### src/rtl/row_secded.sv
module row_secded #(
  parameter int DATA_W = 64,
  parameter int P      = 7,
  localparam int CHK_W = P + 1
) (
  input  logic              clk,
  input  logic              rst_n,
  input  logic              ecc_on,
  input  logic              rd_req,
  input  logic [DATA_W-1:0] rd_data,
  input  logic [CHK_W-1:0]  rd_check,
  output logic              out_valid,
  output logic [DATA_W-1:0] out_data,
  output logic [CHK_W-1:0]  out_check,
  output logic              err_irq,
  output logic              flag_fixed,
  output logic              flag_unfixable,
  input  logic              clr_fixed,
  input  logic              clr_unfixable,
  input  logic [DATA_W-1:0] enc_data,
  output logic [CHK_W-1:0]  enc_check
);

  function automatic logic [P-1:0] dpos(input int idx);
    logic [P-1:0] r;
    int n;
    r = '0;
    n = 0;
    for (int p = 1; p < (1 << P); p++) begin
      if ((p & (p - 1)) != 0) begin
        if (n == idx) r = P'(p);
        n++;
      end
    end
    return r;
  endfunction

  logic [P-1:0] wr_term [DATA_W];
  logic [P-1:0] rd_term [DATA_W];
  logic [DATA_W-1:0] flip;
  logic [P-1:0] wr_ham, rd_ham, syn;
  logic odd, chk_only, fixed, unfix;

  for (genvar i = 0; i < DATA_W; i++) begin : g_bit
    localparam logic [P-1:0] POS = dpos(i);
    assign wr_term[i] = enc_data[i] ? POS : '0;
    assign rd_term[i] = rd_data[i]  ? POS : '0;
    assign flip[i]    = odd && (syn == POS);
  end

  always_comb begin
    wr_ham = '0;
    rd_ham = '0;
    for (int i = 0; i < DATA_W; i++) begin
      wr_ham = wr_ham ^ wr_term[i];
      rd_ham = rd_ham ^ rd_term[i];
    end
  end

  assign enc_check = {(^enc_data) ^ (^wr_ham), wr_ham};

  assign syn      = rd_ham ^ rd_check[P-1:0];
  assign odd      = (^rd_data) ^ (^rd_check);
  assign chk_only = (syn & (syn - 1'b1)) == '0;
  assign fixed    = odd && ((|flip) || chk_only);
  assign unfix    = (!odd && syn != '0) || (odd && !(|flip) && !chk_only);

  logic new_fix, new_unf;
  assign new_fix = rd_req && ecc_on && fixed;
  assign new_unf = rd_req && ecc_on && unfix;

  always_ff @(posedge clk or negedge rst_n) begin
    if (!rst_n) begin
      out_valid      <= 1'b0;
      out_data       <= '0;
      out_check      <= '0;
      err_irq        <= 1'b0;
      flag_fixed     <= 1'b0;
      flag_unfixable <= 1'b0;
    end else begin
      out_valid      <= rd_req;
      err_irq        <= new_fix || new_unf;
      flag_fixed     <= (flag_fixed && !clr_fixed) || new_fix;
      flag_unfixable <= (flag_unfixable && !clr_unfixable) || new_unf;
      if (rd_req) begin
        out_data  <= ecc_on ? (rd_data ^ flip) : rd_data;
        out_check <= rd_check;
      end
    end
  end

endmodule

### config.mk
export PLATFORM = sky130hd
export DESIGN_NAME = row_secded
export DESIGN_NICKNAME = d
export VERILOG_FILES = /design/src/rtl/row_secded.sv
export SDC_FILE = /design/constraint.sdc
export NUM_CORES = 1
export LEC_CHECK = 0
export BUFFER_PORTS_ARGS = -buffer_cell sky130_fd_sc_hd__buf_4
export CELL_PAD_IN_SITES_DETAIL_PLACEMENT = 0
export CELL_PAD_IN_SITES_GLOBAL_PLACEMENT = 1
export CORE_MARGIN = 1
export CORE_UTILIZATION = 35
export CTS_CLUSTER_SIZE = 30
export DETAILED_ROUTE_END_ITERATION = 16
export HOLD_SLACK_MARGIN = 0.08
export PLACE_DENSITY_LB_ADDON = 0.1
export SYNTH_ARGS = -nofsm -noshare
export SYNTH_HDL_FRONTEND = slang
export SYNTH_SLANG_ARGS = --single-unit
### constraint.sdc
create_clock -name clk -period 2.5 [get_ports clk]
set_clock_uncertainty 0.15 [all_clocks]
set_input_delay 0.5 -clock clk [delete_from_list [all_inputs] [get_ports clk]]
set_output_delay 0.5 -clock clk [all_outputs]
set_load 0.01 [all_outputs]
==> impl_metrics.yaml, run 1 <==
status:
  status: "complete, but fails checks"
  violations: "setup timing"
worst_setup_path:
  endpoint: "flag_fixed$_DFF_PN0_"
  r2r_end: "out_check[3]$_DFFE_PN0P_"
  worstRegToRegCells: 1
  critPathRequiredTime_ns: 2.59
  r2r_start: "out_check[3]$_DFFE_PN0P_"
  worstSetupEndpointType: "flip-flop"
  arrival_ns: 3.40
  timing_worst_setup_path_type: "in2reg"
  cp-startpoint: "rd_data[5]"
  start_kind: "input port"
  crit_fanout: 4
  rrSetupSlack_ns: 1.57
placed_design:
  place_congestion: 0.913
  hpwl_mm: 21.8
  place_ws_ns: -1.50
  numPlacedInstances: 1388
  portBuffers: 225
floorplan:
  ios: 226
  die_w_microns: 140
  start_util_pct: 35.8
  die_y_microns: 140
  num_rows: 50
  fp.coreArea_sq_mm: 0.0187
  die-area_sq_mm: 0.0197
clock_tree:
  cts_tree: "yes"
  h-tree-depth: 3
  clkTransAtPathRegs_ns: 0.08
  cts_root_buf: "clkbuf_16"
  cts_sinks: 76
  clock_path_buffers: 2
  clk_latency_ns: 0.36
  cts_made_buffers: 9
timing:
  slew_violations: 0
  tns_ns: -47.42
  max_freq_mhz: 302
  setup_ws_ns: -0.816
  setup_viol: 74
  hold_viol_final: 0
  period_needed_ns: 3.32
  period_share_pct: 133
  timing.slew.headroom_pct: 63.3
  tightestPinTransition_ns: 0.550
  rsz0062_at_grt: "true"
synthesis:
  ys_ff_latch: 76
  synth_ff_type: "dfrtp_1"
  synthCells: 724
  ys_warn_count: 0
  synth_fa_ha_area_share_pct: 0
  synth_top_family_by_area: "XOR/XNOR gates"
  synth_top_cell_area_share_pct: 30.4
  synth_top_cell_by_area: "xnor2_1"
  yosysSeqAreaShare_pct: 28.4
  syn_area_per_cell_sq_um: 9.24
  synth-simple-area-share_pct: 11.8
  synth_area_sq_mm: 0.00669
  async_reset_ff_share_pct: 100
  yosysUniqueCellTypes: 45
  muxShareOfSynthArea_pct: 1.80
  synth_fp_nets: 866
  synth-compound-area-share_pct: 7.33
  synth_edf_count: 0
  yosys-top-cells-area: "xnor2_1, dfrtp_1, xor2_1"
  synth-xor-area-share_pct: 48.8
finish:
  most-common-layout-cells: "buf_4, xnor2_1, dfrtp_1"
  final_common_cell: "buf_4"
  seq_area_sq_mm: 0.00190
  fillers: 1340
  multi_input_area_sq_mm: 0.00694
  drive_gt1_share_pct: 64.5
  num_antenna_cells: 0
  finalNonFillerCells: 1433
  fin_nets: 1336
  area.growth.synth_to_final_pct: 101
grt:
  grt_use_total_pct: 28.4
  grt_pass1_wl_mm: 41.6
  grt_max_degree: 45
  grt_overflow: 0
  grt_pass1_vias: 7367
  antenna_found_initial: 0
detailed_routing:
  dr.pass1.iters: 4
  avgViaCountPerCell: 4.83
  wl_per_cell_microns: 20.0
  drcViolationCount: 0
  drt_iter0_markers: 304
  postRouteWirelength_mm: 28.6
  ant_nets: 0
  num_vias: 6921
run:
  drv_cap: 0
power:
  power.leakage_nw: 6.03
  power_density_mw_per_mm2: 1320
  peakVddDrop_uv: 1130
worst_hold_path:
  hold_start: "clr_fixed"
  hold_path_class: "in2reg"
==> cells by family (layout without fill, tap and decap cells) <==
group,Yosys count,count (layout)
xor+xnor,339,339
simple gates,182,182
mux,11,11
compound gates,87,87
buf+inv,29,504
flops,76,76
==> where the power goes <==
group / total [W] / switching (W) / internal, W
registers: 0.00147 / 0.0000958 / 0.00138
clock network: 0.00136 / 0.000662 / 0.000699
logic: 0.0149 / 0.00740 / 0.00745
total: 0.0177 / 0.00816 / 0.00953
==> worst max-delay path, stage by stage <==
cell	delay, ns
buf_4	0.13
buf_4	0.15
xnor2_1	0.21
xnor2_1	0.11
xnor2_1	0.34
xor3_1	0.40
xnor3_2	0.32
buf_6	0.17
xor2_4	0.24
nor3_4	0.07
buf_4	0.15
o311a_4	0.14
o41ai_4	0.35
o22ai_1	0.11
==> synthesized netlist by cell type (2+ instances only) <==
master and number:
clkbuf_1 16, nand2_1 44, nand3_1 13, xor2_1 83, xnor2_4 2, or3_1 2, nor4_2 2, and2_1 7
o21ai_1 2, o22ai_1 2, xnor2_1 232, nor2_1 86, nor2b_1 3, xor2_2 3, buf_2 6, xnor3_2 3
xor3_1 3, nor4_1 2, mux2_2 8, nand2b_1 2, dfrtp_1 76, xnor2_2 5, xnor3_1 8, nor3_1 16
mux2i_1 3, inv_1 6, a21oi_1 70, a21boi_0 2
==> flip-flops by register name, summed over array words and instances, names as in the netlist <==
name,cells
out_data,64
err_irq,1
flag_unfixable,1
out_check,8
flag_fixed,1
out_valid,1
==> stage by stage <==
stage               hold slack [ns]  total power [W]  cell area, sq um  utilization, %
floorplan                    0.0544          0.00656              6780               -
detailed placement            0.267           0.0116             10400            55.6
global route                  0.166           0.0184             13400            71.8
global placement              0.260           0.0116             10400            55.6
finish                        0.166           0.0177             13400            71.8
CTS                           0.162           0.0153             12300            65.9
==> worst min path at each step <==
stage / cells after the start / to / slack, ns
2_1_floorplan: 0 / err_irq$_DFF_PN0_ / 0.05
3_3_place_gp: 1 / out_data[13]$_DFFE_PN0P_ / 0.26
3_5_place_dp: 1 / out_data[13]$_DFFE_PN0P_ / 0.27
4_1_cts: 2 / flag_fixed$_DFF_PN0_ / 0.16
5_1_grt: 2 / flag_fixed$_DFF_PN0_ / 0.17
6_report: 2 / flag_fixed$_DFF_PN0_ / 0.17
==> per-layer routing <==
metal / up-vias / global-route usage, % / part of all wire, %
met4: 0 / 8.21 / 2.5
met5: - / 0 / 0
li1: 3257 / - / -
met1: 3417 / 37.4 / 43
met3: 38 / 4.65 / 4.7
met2: 209 / 47.9 / 50
==> timing repair <==
item                                   CTS  global route
pin swaps                              139           120
setup endpoints to repair               74            74
hold buffers                             1             0
buffers inserted                        22            21
gates cloned                             1             0
gates resized for setup                273           162
endpoints found under the hold margin   21             0
==> area by class of cell <==
class	instances	share of cell area [%]
Clock inverter	7	0.512
Sequential cell	76	14.2
Tap cell	234	2.18
Clock buffer	9	1.68
Timing Repair Buffer	482	29.7
Multi-Input combinational cell	619	51.6
Inverter	6	0.168
No activity file was read; power rests on OpenSTA's default activity.
==> run 2: changes to the inputs <==
- CORE_UTILIZATION: 35 -> 41
- clock period: 2.5 -> 4.1 ns (I/O delays scaled with it)
==> run 2 against run 1 <==
  * Die area decreased by 14%
  * Sequential power decreased by 39%
  * Clock power decreased by 29%
  * Worst setup slack improved by 1.0 ns
  * Via count decreased by 12%
  * Critical path depth decreased by 3
  * First-iteration DRC count increased by 4.9%
  * Sequential share of layout area increased by 5.6 points
  * Sequential cell count unchanged
  * Register-to-register slack improved by 1.6 ns
  * The run now ends clean
  * Utilization decreased by 11 points
  * Global-route usage decreased by 0.41 points
==> impl_metrics.yaml, run 2 (synthesis results as in run 1) <==
finish:
  largest_register: "out_data"
  multi_input_area_sq_mm: 0.00467
  top_regs: "out_data x64, out_check x8"
  final_common_cell: "buf_4"
  fillers: 1478
  area.growth.synth_to_final_pct: 43.8
  seq_area_sq_mm: 0.00190
  most-common-layout-cells: "buf_4, xnor2_1, nor2_1"
  num_antenna_cells: 0
  fin_nets: 1172
  drive_gt1_share_pct: 35.0
  largest_reg_flops: 64
worst_setup_path:
  crit_fanout: 2
  worstSetupEndpointType: "primary output"
  critPathRequiredTime_ns: 3.13
  r2r_end: "out_check[6]$_DFFE_PN0P_"
  timing_worst_setup_path_type: "in2out"
  worstRegToRegCells: 1
  start_kind: "input port"
  rrSetupSlack_ns: 3.18
  arrival_ns: 2.91
  r2r_start: "out_check[6]$_DFFE_PN0P_"
timing:
  hold_viol_final: 0
  tightestPinTransition_ns: 1.01
  period_share_pct: 94.8
  period_needed_ns: 3.88
  rsz0062_at_grt: "false"
  setup_viol: 0
  slew_violations: 0
  max_freq_mhz: 257
  setup_ws_ns: 0.215
  timing.slew.headroom_pct: 32.3
placed_design:
  place_ws_ns: -0.0847
  hpwl_mm: 19.4
  place_congestion: 0.910
  portBuffers: 225
power:
  combPwrFrac_pct: 74.8
  peakVddDrop_uv: 1310
  p_int_w: 0.00415
  p_seq_share_pct: 12.1
  swShare_pct: 43.9
  power_density_mw_per_mm2: 769
  total_power_w: 0.00740
  p_clk_share_pct: 13.1
  power.leakage_nw: 4.08
  switching_power_w: 0.00324
grt:
  antenna_found_initial: 0
  grt_overflow: 0
  grt_pass1_vias: 6204
  grt_max_degree: 77
  grt_use_total_pct: 28.0
  grt_pass1_wl_mm: 34.5
detailed_routing:
  dr.pass1.iters: 5
  drt_iter0_markers: 319
  avgViaCountPerCell: 4.84
  drcViolationCount: 0
  postRouteWirelength_mm: 23.4
  num_vias: 6058
  wl_per_cell_microns: 18.7
  ant_nets: 0
floorplan:
  die_y_microns: 130
  die-area_sq_mm: 0.0168
  fp.coreArea_sq_mm: 0.0159
  start_util_pct: 42.1
  ios: 226
  num_rows: 46
  die_w_microns: 130
clock_tree:
  cts_tree: "yes"
  clock_path_buffers: 2
  cts_made_buffers: 9
  clk_latency_ns: 0.34
  cts_resized: 0
  h-tree-depth: 3
  cts_sinks: 76
  cts_root_buf: "clkbuf_16"
  clkTransAtPathRegs_ns: 0.06
  post_cts_buffers: 0
  cts_hold_buf: 0
worst_hold_path:
  min_path_cells: 1
  hold_start: "out_check[4]$_DFFE_PN0P_"
  min_to: "out_check[4]$_DFFE_PN0P_"
  hold_path_class: "reg2reg"
run:
  drv_cap: 0
status:
  status: "complete, no violations"
## run 2: cell count changes in the layout (fill, tap and decap cells not counted), sizes merged
cell / delta
inv: +1
bufinv: +3
dlygate4sd3: -1
buf: -163
clkinv: -2
clkinvlp: -2
## run 2: area by class of cell
cell class,count,area share (%)
Tap cell,216,2.81
Sequential cell,76,19.8
Timing Repair Buffer,318,24.9
Multi-Input combinational cell,619,48.5
Clock buffer,9,2.34
Clock inverter,7,1.35
Inverter,6,0.234
## run 2: power by group through the flow
| stage | combinational, W | sequential [W] | clock (W) |
|---|---|---|---|
| 2_1_floorplan | 0.00293 | 0.000944 | 0 |
| 3_3_place_gp | 0.00549 | 0.000905 | 0 |
| 3_5_place_dp | 0.00548 | 0.000907 | 0 |
| 4_1_cts | 0.00551 | 0.000894 | 0.000989 |
| 5_1_grt | 0.00590 | 0.000903 | 0.00101 |
| 6_report | 0.00554 | 0.000894 | 0.000967 |
## run 2: critical path: stages
cell and delay (ns):
buf_4 0.12, xor2_1 0.16, xnor2_1 0.24, xnor2_1 0.22, xnor3_1 0.30, xnor2_1 0.25, xnor2_1 0.21, xnor2_1 0.17
xnor2_1 0.15, xnor2_1 0.13, buf_4 0.14
## run 2: through the flow
stage	setup TNS, ns	instance area, sq um	utilization, %	instances	hold WS, ns
6_report	0	9620	60.6	1251	0.364
5_1_grt	0	9620	60.6	1251	0.377
4_1_cts	0	9620	60.6	1251	0.369
3_5_place_dp	-0.152	9260	58.3	1235	0.350
3_3_place_gp	0	9260	58.3	1235	0.342
2_1_floorplan	0	6690	-	724	0.374
## run 2: worst max-delay path by stage
| stage | from | end | slack [ns] | depth (start not counted) |
|---|---|---|---|---|
| after CTS | enc_data[44] | enc_check[7] | 0.20 | 11 |
| final | enc_data[44] | enc_check[7] | 0.22 | 11 |
| after global routing | enc_data[28] | enc_check[7] | 0.09 | 11 |
| after global placement | rd_data[55] | flag_fixed$_DFF_PN0_ | 0.02 | 12 |
| after detailed placement | rd_data[55] | flag_fixed$_DFF_PN0_ | -0.08 | 12 |
| after floorplan | rd_data[49] | flag_fixed$_DFF_PN0_ | 0.25 | 11 |
## run 2: per-layer routing
metal  vias to the layer above  global-route usage (%)  part of all wire [%]
met2                       219                    49.2                    49
met3                        22                    5.90                   7.4
li1                       2948                       -                     -
met4                         0                    7.18                   1.9
met5                         -                       0                     0
met1                      2869                    34.8                    41
